## config.mk

```make
export PLATFORM = sky130hd
export DESIGN_NAME = amonTop
export DESIGN_NICKNAME = d
export VERILOG_FILES = /design/src/rtl/amon_pkg.sv /design/src/rtl/amonDebounce.sv /design/src/rtl/amonDatapath.sv /design/src/rtl/amonCtrl.sv /design/src/rtl/amonTop.sv
export SDC_FILE = /design/constraint.sdc
export NUM_CORES = 1
export LEC_CHECK = 0
export BUFFER_PORTS_ARGS = -buffer_cell sky130_fd_sc_hd__buf_2
export CORE_ASPECT_RATIO = 0.9
export CORE_MARGIN = 8
export CORE_UTILIZATION = 35
export DETAILED_ROUTE_END_ITERATION = 16
export HOLD_SLACK_MARGIN = 0.03
export MAX_ROUTING_LAYER = met4
export SLEW_MARGIN = 20
export SYNTH_ARGS = -nofsm -noshare
export SYNTH_HDL_FRONTEND = slang
export SYNTH_SLANG_ARGS = --single-unit
```

## constraint.sdc

```tcl
create_clock -name clk -period 6.6 [get_ports clk]
set_input_delay 1.98 -clock clk [delete_from_list [all_inputs] [get_ports clk]]
set_output_delay 1.98 -clock clk [all_outputs]
set_load 0.02 [all_outputs]
```

## src/rtl/amon_pkg.sv

```systemverilog
package amon_pkg;
  localparam int unsigned AMON_AW = 8;

  localparam logic [AMON_AW-1:0] OFF_CTRL    = 8'h00;
  localparam logic [AMON_AW-1:0] OFF_UPWM    = 8'h04;
  localparam logic [AMON_AW-1:0] OFF_DNWM    = 8'h08;
  localparam logic [AMON_AW-1:0] OFF_AVGINIT = 8'h0C;
  localparam logic [AMON_AW-1:0] OFF_AVGUP   = 8'h10;
  localparam logic [AMON_AW-1:0] OFF_AVGDN   = 8'h14;
  localparam logic [AMON_AW-1:0] OFF_WEIGHT  = 8'h18;
  localparam logic [AMON_AW-1:0] OFF_COUNT   = 8'h1C;
  localparam logic [AMON_AW-1:0] OFF_AVG     = 8'h20;
  localparam logic [AMON_AW-1:0] OFF_STAT    = 8'h24;

  // control word fields
  localparam int unsigned B_EN       = 31;
  localparam int unsigned B_UPEN     = 30;
  localparam int unsigned B_DNEN     = 29;
  localparam int unsigned F_UPN_LO   = 26;
  localparam int unsigned F_DNN_LO   = 23;
  localparam int unsigned B_AVGUPEN  = 21;
  localparam int unsigned B_AVGDNEN  = 20;
  localparam int unsigned B_PERIODIC = 18;
  localparam int unsigned F_K_LO     = 10;

  // status word fields
  localparam int unsigned S_UP    = 31;
  localparam int unsigned S_DN    = 30;
  localparam int unsigned S_AVGDN = 25;
  localparam int unsigned S_AVGUP = 24;
  localparam logic [31:0] STAT_MASK = 32'hC300_0000;

  // control -> datapath strobes
  typedef struct packed {
    logic sample;
    logic flush;
    logic loadAvg;
  } dpCmd_t;

  // datapath -> control comparison results, valid in a sample cycle
  typedef struct packed {
    logic cntAbove;
    logic cntBelow;
    logic avgAbove;
    logic avgBelow;
  } dpFlags_t;
endpackage

```

## src/rtl/amonDebounce.sv

```systemverilog
module amonDebounce #(
  parameter int unsigned RUN_W = 3
) (
  input  logic             clk,
  input  logic             rstN,
  input  logic             clear,
  input  logic             step,
  input  logic             hit,
  input  logic [RUN_W-1:0] limit,
  output logic             fire
);
  logic [RUN_W-1:0] runQ;

  assign fire = step & hit & (runQ == limit);

  always_ff @(posedge clk or negedge rstN) begin
    if (!rstN) begin
      runQ <= '0;
    end else if (clear) begin
      runQ <= '0;
    end else if (step) begin
      if (!hit)                runQ <= '0;
      else if (runQ != limit)  runQ <= runQ + 1'b1;
    end
  end
endmodule

```

## src/rtl/amonDatapath.sv

```systemverilog
module amonDatapath
  import amon_pkg::*;
#(
  parameter int unsigned DATA_W = 32,
  parameter int unsigned K_W    = 3
) (
  input  logic              clk,
  input  logic              rstN,
  input  dpCmd_t            cmd,
  input  logic              actPulse,
  input  logic [K_W-1:0]    kShift,
  input  logic [DATA_W-1:0] weight,
  input  logic [DATA_W-1:0] upWm,
  input  logic [DATA_W-1:0] dnWm,
  input  logic [DATA_W-1:0] avgUp,
  input  logic [DATA_W-1:0] avgDn,
  input  logic [DATA_W-1:0] avgInit,
  output logic [DATA_W-1:0] countQ,
  output logic [DATA_W-1:0] avgQ,
  output dpFlags_t          flags
);
  localparam int unsigned SUM_W = DATA_W + 1;

  logic [DATA_W-1:0] accQ;
  logic [DATA_W-1:0] addend;
  logic [SUM_W-1:0]  sumWide;
  logic [DATA_W-1:0] accSat;
  logic signed [SUM_W-1:0] diff;
  logic [K_W:0]      shAmt;
  logic [DATA_W-1:0] avgNext;

  assign addend  = actPulse ? weight : '0;
  assign sumWide = {1'b0, accQ} + {1'b0, addend};
  assign accSat  = sumWide[DATA_W] ? '1 : sumWide[DATA_W-1:0];

  assign diff    = $signed({1'b0, accQ}) - $signed({1'b0, avgQ});
  assign shAmt   = {1'b0, kShift} + 1'b1;
  assign avgNext = avgQ + DATA_W'(diff >>> shAmt);

  always_comb begin
    flags.cntAbove = accQ > upWm;
    flags.cntBelow = accQ < dnWm;
    flags.avgAbove = avgNext > avgUp;
    flags.avgBelow = avgNext < avgDn;
  end

  always_ff @(posedge clk or negedge rstN) begin
    if (!rstN) begin
      accQ <= '0;
    end else if (cmd.flush) begin
      accQ <= '0;
    end else if (cmd.sample) begin
      accQ <= addend;
    end else begin
      accQ <= accSat;
    end
  end

  always_ff @(posedge clk or negedge rstN) begin
    if (!rstN) begin
      countQ <= '0;
    end else if (cmd.sample) begin
      countQ <= accQ;
    end
  end

  always_ff @(posedge clk or negedge rstN) begin
    if (!rstN) begin
      avgQ <= '0;
    end else if (cmd.loadAvg) begin
      avgQ <= avgInit;
    end else if (cmd.sample) begin
      avgQ <= avgNext;
    end
  end
endmodule

```

## src/rtl/amonCtrl.sv

```systemverilog
module amonCtrl
  import amon_pkg::*;
#(
  parameter int unsigned DATA_W = 32,
  parameter int unsigned RUN_W  = 3
) (
  input  logic               clk,
  input  logic               rstN,
  input  logic               regWrEn,
  input  logic [AMON_AW-1:0] regAddr,
  input  logic [DATA_W-1:0]  regWrData,
  input  logic               periodTick,
  input  dpFlags_t           flags,
  output dpCmd_t             cmd,
  output logic [DATA_W-1:0]  ctrlQ,
  output logic [DATA_W-1:0]  upWmQ,
  output logic [DATA_W-1:0]  dnWmQ,
  output logic [DATA_W-1:0]  avgUpQ,
  output logic [DATA_W-1:0]  avgDnQ,
  output logic [DATA_W-1:0]  weightQ,
  output logic [DATA_W-1:0]  statusQ,
  output logic               irq
);
  localparam int unsigned NUM_DB = 2;
  localparam logic [DATA_W-1:0] STAT_M = DATA_W'(STAT_MASK);

  logic devEn;
  logic [NUM_DB-1:0] dbHit;
  logic [NUM_DB-1:0] dbFire;
  logic [NUM_DB-1:0][RUN_W-1:0] dbLimit;
  logic [DATA_W-1:0] setVec;
  logic [DATA_W-1:0] clrVec;
  logic [DATA_W-1:0] enVec;

  assign devEn       = ctrlQ[B_EN];
  assign cmd.sample  = devEn & ctrlQ[B_PERIODIC] & periodTick;
  assign cmd.flush   = ~devEn;
  assign cmd.loadAvg = regWrEn & (regAddr == OFF_AVGINIT);

  // configuration registers
  always_ff @(posedge clk or negedge rstN) begin
    if (!rstN) begin
      ctrlQ   <= '0;
      upWmQ   <= '0;
      dnWmQ   <= '0;
      avgUpQ  <= '0;
      avgDnQ  <= '0;
      weightQ <= '0;
    end else if (regWrEn) begin
      case (regAddr)
        OFF_CTRL:   ctrlQ   <= regWrData;
        OFF_UPWM:   upWmQ   <= regWrData;
        OFF_DNWM:   dnWmQ   <= regWrData;
        OFF_AVGUP:  avgUpQ  <= regWrData;
        OFF_AVGDN:  avgDnQ  <= regWrData;
        OFF_WEIGHT: weightQ <= regWrData;
        default: ;
      endcase
    end
  end

  // index 1: upper raw watermark, index 0: lower raw watermark
  assign dbHit      = {flags.cntAbove, flags.cntBelow};
  assign dbLimit[1] = ctrlQ[F_UPN_LO +: RUN_W];
  assign dbLimit[0] = ctrlQ[F_DNN_LO +: RUN_W];

  for (genvar g = 0; g < NUM_DB; g++) begin : gDb
    amonDebounce #(.RUN_W(RUN_W)) uDb (
      .clk   (clk),
      .rstN  (rstN),
      .clear (~devEn),
      .step  (cmd.sample),
      .hit   (dbHit[g]),
      .limit (dbLimit[g]),
      .fire  (dbFire[g])
    );
  end

  always_comb begin
    setVec          = '0;
    setVec[S_UP]    = dbFire[1];
    setVec[S_DN]    = dbFire[0];
    setVec[S_AVGUP] = cmd.sample & flags.avgAbove;
    setVec[S_AVGDN] = cmd.sample & flags.avgBelow;
    enVec           = '0;
    enVec[S_UP]     = ctrlQ[B_UPEN];
    enVec[S_DN]     = ctrlQ[B_DNEN];
    enVec[S_AVGUP]  = ctrlQ[B_AVGUPEN];
    enVec[S_AVGDN]  = ctrlQ[B_AVGDNEN];
  end

  assign clrVec = (regWrEn && regAddr == OFF_STAT) ? (regWrData & STAT_M) : '0;

  always_ff @(posedge clk or negedge rstN) begin
    if (!rstN) begin
      statusQ <= '0;
    end else if (!devEn) begin
      statusQ <= '0;
    end else begin
      statusQ <= (statusQ & ~clrVec) | setVec;
    end
  end

  assign irq = devEn & (|(statusQ & enVec));
endmodule

```

## src/rtl/amonTop.sv

```systemverilog
module amonTop
  import amon_pkg::*;
#(
  parameter int unsigned DATA_W = 32,
  parameter int unsigned RUN_W  = 3,
  parameter int unsigned K_W    = 3
) (
  input  logic               clk,
  input  logic               rstN,
  input  logic               regWrEn,
  input  logic [AMON_AW-1:0] regAddr,
  input  logic [DATA_W-1:0]  regWrData,
  output logic [DATA_W-1:0]  regRdData,
  input  logic               actPulse,
  input  logic               periodTick,
  output logic               irq
);
  dpCmd_t   cmd;
  dpFlags_t flags;
  logic [DATA_W-1:0] ctrlQ, upWmQ, dnWmQ, avgUpQ, avgDnQ, weightQ, statusQ;
  logic [DATA_W-1:0] countQ, avgQ;

  amonCtrl #(.DATA_W(DATA_W), .RUN_W(RUN_W)) uCtrl (
    .clk        (clk),
    .rstN       (rstN),
    .regWrEn    (regWrEn),
    .regAddr    (regAddr),
    .regWrData  (regWrData),
    .periodTick (periodTick),
    .flags      (flags),
    .cmd        (cmd),
    .ctrlQ      (ctrlQ),
    .upWmQ      (upWmQ),
    .dnWmQ      (dnWmQ),
    .avgUpQ     (avgUpQ),
    .avgDnQ     (avgDnQ),
    .weightQ    (weightQ),
    .statusQ    (statusQ),
    .irq        (irq)
  );

  amonDatapath #(.DATA_W(DATA_W), .K_W(K_W)) uDp (
    .clk      (clk),
    .rstN     (rstN),
    .cmd      (cmd),
    .actPulse (actPulse),
    .kShift   (ctrlQ[F_K_LO +: K_W]),
    .weight   (weightQ),
    .upWm     (upWmQ),
    .dnWm     (dnWmQ),
    .avgUp    (avgUpQ),
    .avgDn    (avgDnQ),
    .avgInit  (regWrData),
    .countQ   (countQ),
    .avgQ     (avgQ),
    .flags    (flags)
  );

  always_comb begin
    case (regAddr)
      OFF_CTRL:   regRdData = ctrlQ;
      OFF_UPWM:   regRdData = upWmQ;
      OFF_DNWM:   regRdData = dnWmQ;
      OFF_AVGUP:  regRdData = avgUpQ;
      OFF_AVGDN:  regRdData = avgDnQ;
      OFF_WEIGHT: regRdData = weightQ;
      OFF_COUNT:  regRdData = countQ;
      OFF_AVG:    regRdData = avgQ;
      OFF_STAT:   regRdData = statusQ;
      default:    regRdData = '0;
    endcase
  end
endmodule

```

==> results of run 1 <==
per-stage QoR:
stage / setup TNS (ps) / instance area (µm²) / cells / power (mW)
floorplan: 0 / 23300 / 2616 / 3.60
global placement: -952 / 27300 / 3801 / 4.82
detailed placement: -1240 / 27300 / 3801 / 4.88
CTS: -674 / 28800 / 3877 / 6.92
global route: -1510 / 29100 / 3893 / 7.39
finish: -749 / 29100 / 3894 / 7.00
cell families after synthesis:
logic type                 count (synthesis)
AOI/OAI and AO/OA                        773
and+or+nand+nor                          674
buffers and inverters                    326
DFF                                      298
adders and majority gates                227
muxes                                    221
xor gates and xnor gates                  97
Yosys cell counts, drive strengths merged, types with 5 or more instances:
library cell | number | share of area (%)
dfrtp | 298 | 32
nand2 | 267 | 4.3
ha | 224 | 12
inv | 202 | 3.3
a21oi | 188 | 4.1
mux2 | 176 | 8.5
o21ai | 157 | 3.4
nor2 | 140 | 2.3
a22oi | 124 | 4.0
clkbuf | 102 | 1.6
a21o | 78 | 2.5
xnor2 | 63 | 2.4
nand4 | 58 | 1.6
nand3 | 48 | 1.0
and2 | 44 | 1.2
mux2i | 37 | 1.6
xor2 | 34 | 1.3
o211ai | 29 | 0.96
a211oi | 28 | 0.97
o21a | 27 | 0.87
a31oi | 26 | 0.70
buf | 22 | 0.45
nor3 | 22 | 0.49
nand2b | 21 | 0.56
nor2b | 18 | 0.48
and3 | 12 | 0.32
o21bai | 12 | 0.44
a221oi | 11 | 0.41
a2111oi | 10 | 0.43
nor3b | 9 | 0.29
o31ai | 9 | 0.33
or3 | 9 | 0.24
a41oi | 8 | 0.41
mux4 | 8 | 0.77
or2 | 8 | 0.21
a22o | 6 | 0.23
and4 | 6 | 0.23
o22ai | 6 | 0.16
o211a | 5 | 0.21
worst min path at each step:
stage | startpoint | end | depth (start not counted)
finish | uDp.countQ[8] | uDp.countQ[8] | 2
CTS | uDp.countQ[16] | uDp.countQ[16] | 2
detailed placement | uDp.countQ[8] | uDp.countQ[8] | 2
global route | uDp.countQ[8] | uDp.countQ[8] | 2
global placement | uDp.countQ[13] | uDp.countQ[13] | 2
floorplan | uDp.countQ[30] | uDp.countQ[30] | 2
registers in the layout, summed over array words and instances (netlist names):
register / count
uCtrl.avgDnQ: 32
uCtrl.avgUpQ: 32
uCtrl.ctrlQ: 32
uCtrl.dnWmQ: 32
uCtrl.gDb.uDb.runQ: 6
uCtrl.statusQ: 4
uCtrl.upWmQ: 32
uCtrl.weightQ: 32
uDp.accQ: 32
uDp.avgQ: 32
uDp.countQ: 32
placed cells by master (no fill, tap or decap), types with 9 or more instances in the layout:
master     count
o21ai_1       18
xor2_1        32
o21a_1        26
nand4_1       58
inv_1        199
a21o_1        78
nor2b_1       17
clkbuf_16     35
a21oi_1      171
buf_2         76
a211oi_1      21
nor3_1        20
a22oi_1      123
buf_12        11
o21ai_0      136
buf_4        382
o21bai_1      11
o211ai_1      28
nor2_1       129
nor3b_1        9
clkbuf_8       9
and2_1        44
nand2b_1      21
mux2i_1       32
and3_1        10
a31oi_1       26
ha_1         216
a221oi_1       9
nand2_1      262
nand3_1       47
mux2_2       176
dfrtp_1      298
a21oi_2       15
xnor2_2        9
xnor2_1       54
metal layers:
| metal | part of all wire, % | track usage [%] |
|---|---|---|
| met2 | 43 | 36.1 |
| met1 | 46 | 33.5 |
| met3 | 8.1 | 3.84 |
| met4 | 2.9 | 7.23 |
| met5 | 0 | - |
worst reg2reg max path: cells and delay by family (launching register included):
family | cells | cell delay (ps)
AOI/OAI and AO/OA | 17 | 3450
xor gates and xnor gates | 2 | 430
adders and majority gates | 3 | 970
buffers and inverters | 5 | 740
DFF | 1 | 450
muxes | 1 | 110
and+or+nand+nor | 4 | 740
area by class of cell:
cell class              instances  area share [%]
well taps                     864            3.72
diodes                          7          0.0603
multi-input cells            1992            52.1
clock buffers                  47            3.48
flip-flops and latches        298            25.7
inverters                     202            2.61
repair buffers                471            12.0
clock inverters                13           0.357
power by group through the flow:
stage	Clock (mW)	Sequential (mW)	Combinational [mW]
after CTS	1.96	1.97	3.00
after detailed placement	0	2.00	2.88
after floorplan	0	1.98	1.62
after global routing	2.02	1.98	3.39
final	1.92	1.97	3.11
after global placement	0	2.00	2.83
timing repair:
action                                  4_1_cts  5_1_grt
cloned                                        0        0
endpoints found under the setup margin        2        2
gates resized for setup                      51       40
buffers inserted                             16       10
pin swaps                                    40       33
==> run_results.csv, run 1 <==
group,metric,value,unit
final_layout,regArea,7460,µm²
clocking,cts_sinks,298,
worst_setup_path,start_kind,"register",
worst_setup_path,cpMostUsedCell,"buf_4",
routing,drc,0,
clocking,cts_max_level,2,
power,p_int,4.47,mW
timing,finalSetupViolCount,2,
timing,worst_slack,-411,ps
power,leakagePower,14.0,nW
worst_setup_path,max_stage_delay,450,ps
logic_synthesis,netlist_area,23300,µm²
clocking,cts_tree,"yes",
worst_setup_path,crit_arrival,7420,ps
global_route,grt_pass1_wl,137,mm
logic_synthesis,muxShareOfSynthArea,10.9,%
timing,finalHoldViolCount,0,
worst_setup_path,regToRegSetupSlack,-410,ps
logic_synthesis,synth_nets,2888,
timing,finalCritPeriodShare,106,%
worst_setup_path,crit_path_start,"uDp.accQ[3]",
power,comb_power_share,44.4,%
worst_setup_path,endpoint_kind,"register",
placement,port_buffers,77,
routing,via_count,22500,
clocking,clk_path_buf_depth,3,
worst_setup_path,crit_family,"compound AO/OA/AOI/OAI gates",
timing,relSlewSlack,21.2,%
clocking,cts_hold_buf,0,
final_layout,fillers,6417,
routing,ant_nets,0,
timing,rsz0062_at_grt,"true",
logic_synthesis,netlist_instances,2616,
worst_setup_path,worstPathRequired,7010,ps
final_layout,area_growth,24.8,%
clocking,root_buffer,"clkbuf_16",
clocking,clk_latency,550,ps
power,sequentialPowerShare,28.2,%
timing,worst_hold_slack,475,ps
worst_setup_path,crit_fanout,5,
floorplanning,coreArea,65700,µm²
routing,vias_per_cell,5.77,
routing,drtIter0Drc,2115,
routing,first_pass_iters,7,
global_route,grt_usage,24.2,%
worst_setup_path,slowest_stage,"dfrtp_1",
logic_synthesis,synth-xor-area-share,3.65,%
final_layout,utilization,44.2,%
global_route,gr-total-overflow,0,
logic_synthesis,synth_seq_area_share,32.0,%
placement,gp_congestion,0.957,
global_route,grt_max_degree,137,
logic_synthesis,synthDistinctLibCells,87,
logic_synthesis,synth_compound_area_share,22.2,%
timing,max_freq,0.143,GHz
worst_setup_path,reg2regPathDepth,32,
final_layout,drive_above_1_share,27.6,%
logic_synthesis,synth-edff-count,0,
worst_setup_path,worstReg2RegStart,"uDp.accQ[3]",
global_route,antenna_found_initial,7,
floorplanning,ios,78,
logic_synthesis,ys.flop_type,"dfrtp_1",
logic_synthesis,synth_top_family_by_area,"compound AO/OA/AOI/OAI gates",
clocking,cts_buffers,34,
power,max-vdd-ir-drop,0.183,mV
final_layout,multiInputGateArea,15100,µm²
routing,totalWireLength,90.0,mm
final_layout,final_nets,3271,
power,p_per_area,241,nW/µm²
power,power.clock.fraction,27.5,%
placement,pre_cts_slack,-663,ps
timing,finClkSkew,21.6,ps
worst_setup_path,crit_cells,32,
logic_synthesis,synthAdderAreaFrac,12.3,%
floorplanning,die_w,288,µm
floorplanning,die_height,261,µm
worst_setup_path,timing.rr.end,"uCtrl.statusQ[24]",
flow_run,maxCapViolCount,0,
logic_synthesis,synth_warnings,0,
global_route,grt_pass1_vias,22200,
logic_synthesis,ys_seq_elements,298,
logic_synthesis,async_reset_ff_share,100,%
placement,dp_hpwl,68.0,mm
clocking,cts.clk_slew.worst_paths,60,ps
floorplanning,start_util,35.4,%
power,switching_share,36.2,%
worst_setup_path,critPathCapture,"uCtrl.statusQ[24]",
worst_hold_path,hold_class,"reg2reg",
worst_setup_path,crit_type,"reg2reg",
floorplanning,die-area,75100,µm²
logic_synthesis,avgSynthCellArea,8.90,µm²
floorplanning,rows,89,
routing,routedWlPerCell,23.1,µm
power,switchingPower,2.53,mW
timing,worst_pin_slew,1180,ps
logic_synthesis,yosys.area_share.simple,13.6,%
run_status,outcome,"finished, violations left",
worst_setup_path,crit_buf_inv,5,
run_status,violations,"negative setup slack",
timing,min_period,7010,ps
timing,drv_slew,0,
(Power assumes the default switching activity.)
==> run 2: changes to the inputs <==
==> constraint.sdc (replaced) <==
create_clock -name clk -period 6.6 [get_ports clk]
set_input_delay 0.33 -clock clk [delete_from_list [all_inputs] [get_ports clk]]
set_output_delay 0.33 -clock clk [all_outputs]
set_load 0.02 [all_outputs]
==> run 2 against run 1 <==
  * Via count is 0.31% higher
  * Power up 0.34%
  * Sequential power barely moved
  * First-iteration DRC count grew 6.8%
  * Clock power up 2%
  * Final cell count down 0.39%
  * Final area is 0.41% lower
  * Wire length grew 1.1%
  * Clock skew is 6.3 ps higher
  * Register-to-register slack improved by 40 ps
  * The run still ends with negative setup slack left
  * Non-clock buffer count shrank 10
==> run_results.csv, run 2 (same netlist as run 1, synthesis figures left out) <==
group,metric,value,unit
worst_setup_path,max_stage_delay,400,ps
routing,vias_per_cell,5.81,
worst_setup_path,crit_type,"reg2reg",
timing,rsz0062_at_grt,"true",
clocking,cts_max_level,2,
clocking,clk_latency,550,ps
routing,drc,0,
global_route,antenna_found_initial,2,
power,leakagePower,14.0,nW
final_layout,final_nets,3261,
clocking,cts.clk_slew.worst_paths,60,ps
floorplanning,rows,89,
timing,worst_slack,-369,ps
routing,ant_nets,0,
timing,finalCritPeriodShare,106,%
final_layout,area_growth,24.3,%
timing,drv_slew,0,
global_route,grt_pass1_wl,137,mm
placement,gp_congestion,1.04,
global_route,grt_pass1_vias,22100,
floorplanning,ios,78,
placement,pre_cts_slack,-782,ps
worst_setup_path,worstPathRequired,7020,ps
final_layout,final_common_cell,"buf_4",
worst_setup_path,timing.rr.end,"uCtrl.statusQ[24]",
global_route,grt_max_degree,173,
timing,finalSetupViolCount,2,
power,power,7.03,mW
run_status,outcome,"finished, violations left",
floorplanning,die-area,75100,µm²
final_layout,final_cell_mix,"377 x buf_4, 297 x dfrtp_1, 261 x nand2_1, 216 x ha_1, 199 x inv_1",
worst_setup_path,worstReg2RegStart,"uDp.accQ[0]",
global_route,grt_usage,24.3,%
floorplanning,die_w,288,µm
global_route,gr-total-overflow,0,
routing,routedWlPerCell,23.4,µm
floorplanning,start_util,35.4,%
placement,port_buffers,77,
floorplanning,coreArea,65700,µm²
power,p_per_area,243,nW/µm²
clocking,cts_tree,"yes",
routing,totalWireLength,90.9,mm
final_layout,drive_above_1_share,27.6,%
timing,min_period,6970,ps
run_status,violations,"negative setup slack",
worst_setup_path,slowest_stage,"dfrtp_1",
routing,via_count,22500,
worst_setup_path,crit_fanout,4,
clocking,clk_path_buf_depth,3,
worst_setup_path,start_kind,"register",
power,max-vdd-ir-drop,0.177,mV
timing,relSlewSlack,22.8,%
flow_run,maxCapViolCount,0,
routing,first_pass_iters,8,
clocking,cts_sinks,298,
timing,finClkSkew,27.8,ps
routing,drtIter0Drc,2259,
timing,finalHoldViolCount,0,
worst_setup_path,endpoint_kind,"register",
worst_setup_path,reg2regPathDepth,36,
timing,max_freq,0.144,GHz
worst_setup_path,regToRegSetupSlack,-370,ps
final_layout,utilization,44.1,%
clocking,cts_buffers,34,
worst_hold_path,hold_class,"in2reg",
worst_setup_path,critPathCapture,"uCtrl.statusQ[24]",
worst_setup_path,crit_path_start,"uDp.accQ[0]",
worst_setup_path,cpMostUsedCell,"a21o_1",
clocking,root_buffer,"clkbuf_16",
floorplanning,die_height,261,µm
placement,dp_hpwl,67.9,mm
timing,finalSetupTns,-691,ps
worst_setup_path,crit_arrival,7380,ps
timing,worst_pin_slew,1160,ps
run 2: cell count changes in the layout (fill, tap and decap cells not counted), sizes merged:
| cell | previous run | this run |
|---|---|---|
| diode | 7 | 2 |
| clkinv | 10 | 12 |
| bufinv | 1 | 3 |
| dlygate4sd3 | 0 | 1 |
| buf | 471 | 460 |
| clkbuf | 47 | 41 |
| clkinvlp | 1 | 3 |
run 2: final cells by class:
type	count	area (µm²)
antenna	2	5.00
clock buffer	41	938
sequential	298	7460
fill	6386	36800
clock inverter	19	204
timing repair buffer	461	3330
inverter	202	758
multi-input combinational	1992	15200
tap	864	1080
run 2: layer usage:
metal,global-route usage (%),wire length (µm)
met1,33.5,40800
met2,36.3,38900
met3,4.03,8140
met4,7.40,3120
met5,-,0
run 2: per-stage QoR:
stage	hold slack, ps	std cells	cell area [µm²]
after floorplan	34.4	2616	23300
after global placement	458	3799	27200
after detailed placement	463	3799	27200
after CTS	102	3871	28600
after global routing	130	3879	28900
final	127	3879	28900
run 2: report_power, final:
part / total, mW / internal (mW) / switching [mW]
registers: 1.97 / 1.90 / 0.0667
clock network: 1.96 / 1.14 / 0.817
logic: 3.10 / 1.43 / 1.66
total: 7.03 / 4.48 / 2.55
run 2: what timing repair did:
| action | in CTS | in global routing |
|---|---|---|
| hold buffers | 1 | 0 |
| endpoints found under the setup margin | 2 | 2 |
| endpoints found under the hold margin | 126 | 0 |
| pin swaps | 38 | 31 |
| buffers inserted | 12 | 6 |
| resized for setup | 46 | 56 |
run 2: worst min path at each step:
stage,startpoint,to,cells past startpoint
6_report,regWrData[12],uDp.avgQ[12],3
5_1_grt,regWrData[29],uDp.avgQ[29],3
4_1_cts,regWrData[15],uDp.avgQ[15],3
3_5_place_dp,uDp.countQ[6],uDp.countQ[6],2
3_3_place_gp,uDp.countQ[13],uDp.countQ[13],2
2_1_floorplan,rstN,uCtrl.avgDnQ[0],0
run 2: critical path: cells and delay by family, from the launching register on:
kind / cells / cell delay, ps
compound gates: 21 / 3580
fa+ha+maj: 4 / 1100
buf+inv: 5 / 590
xor+xnor: 2 / 470
simple gates: 3 / 410
flops: 1 / 400
mux: 1 / 270
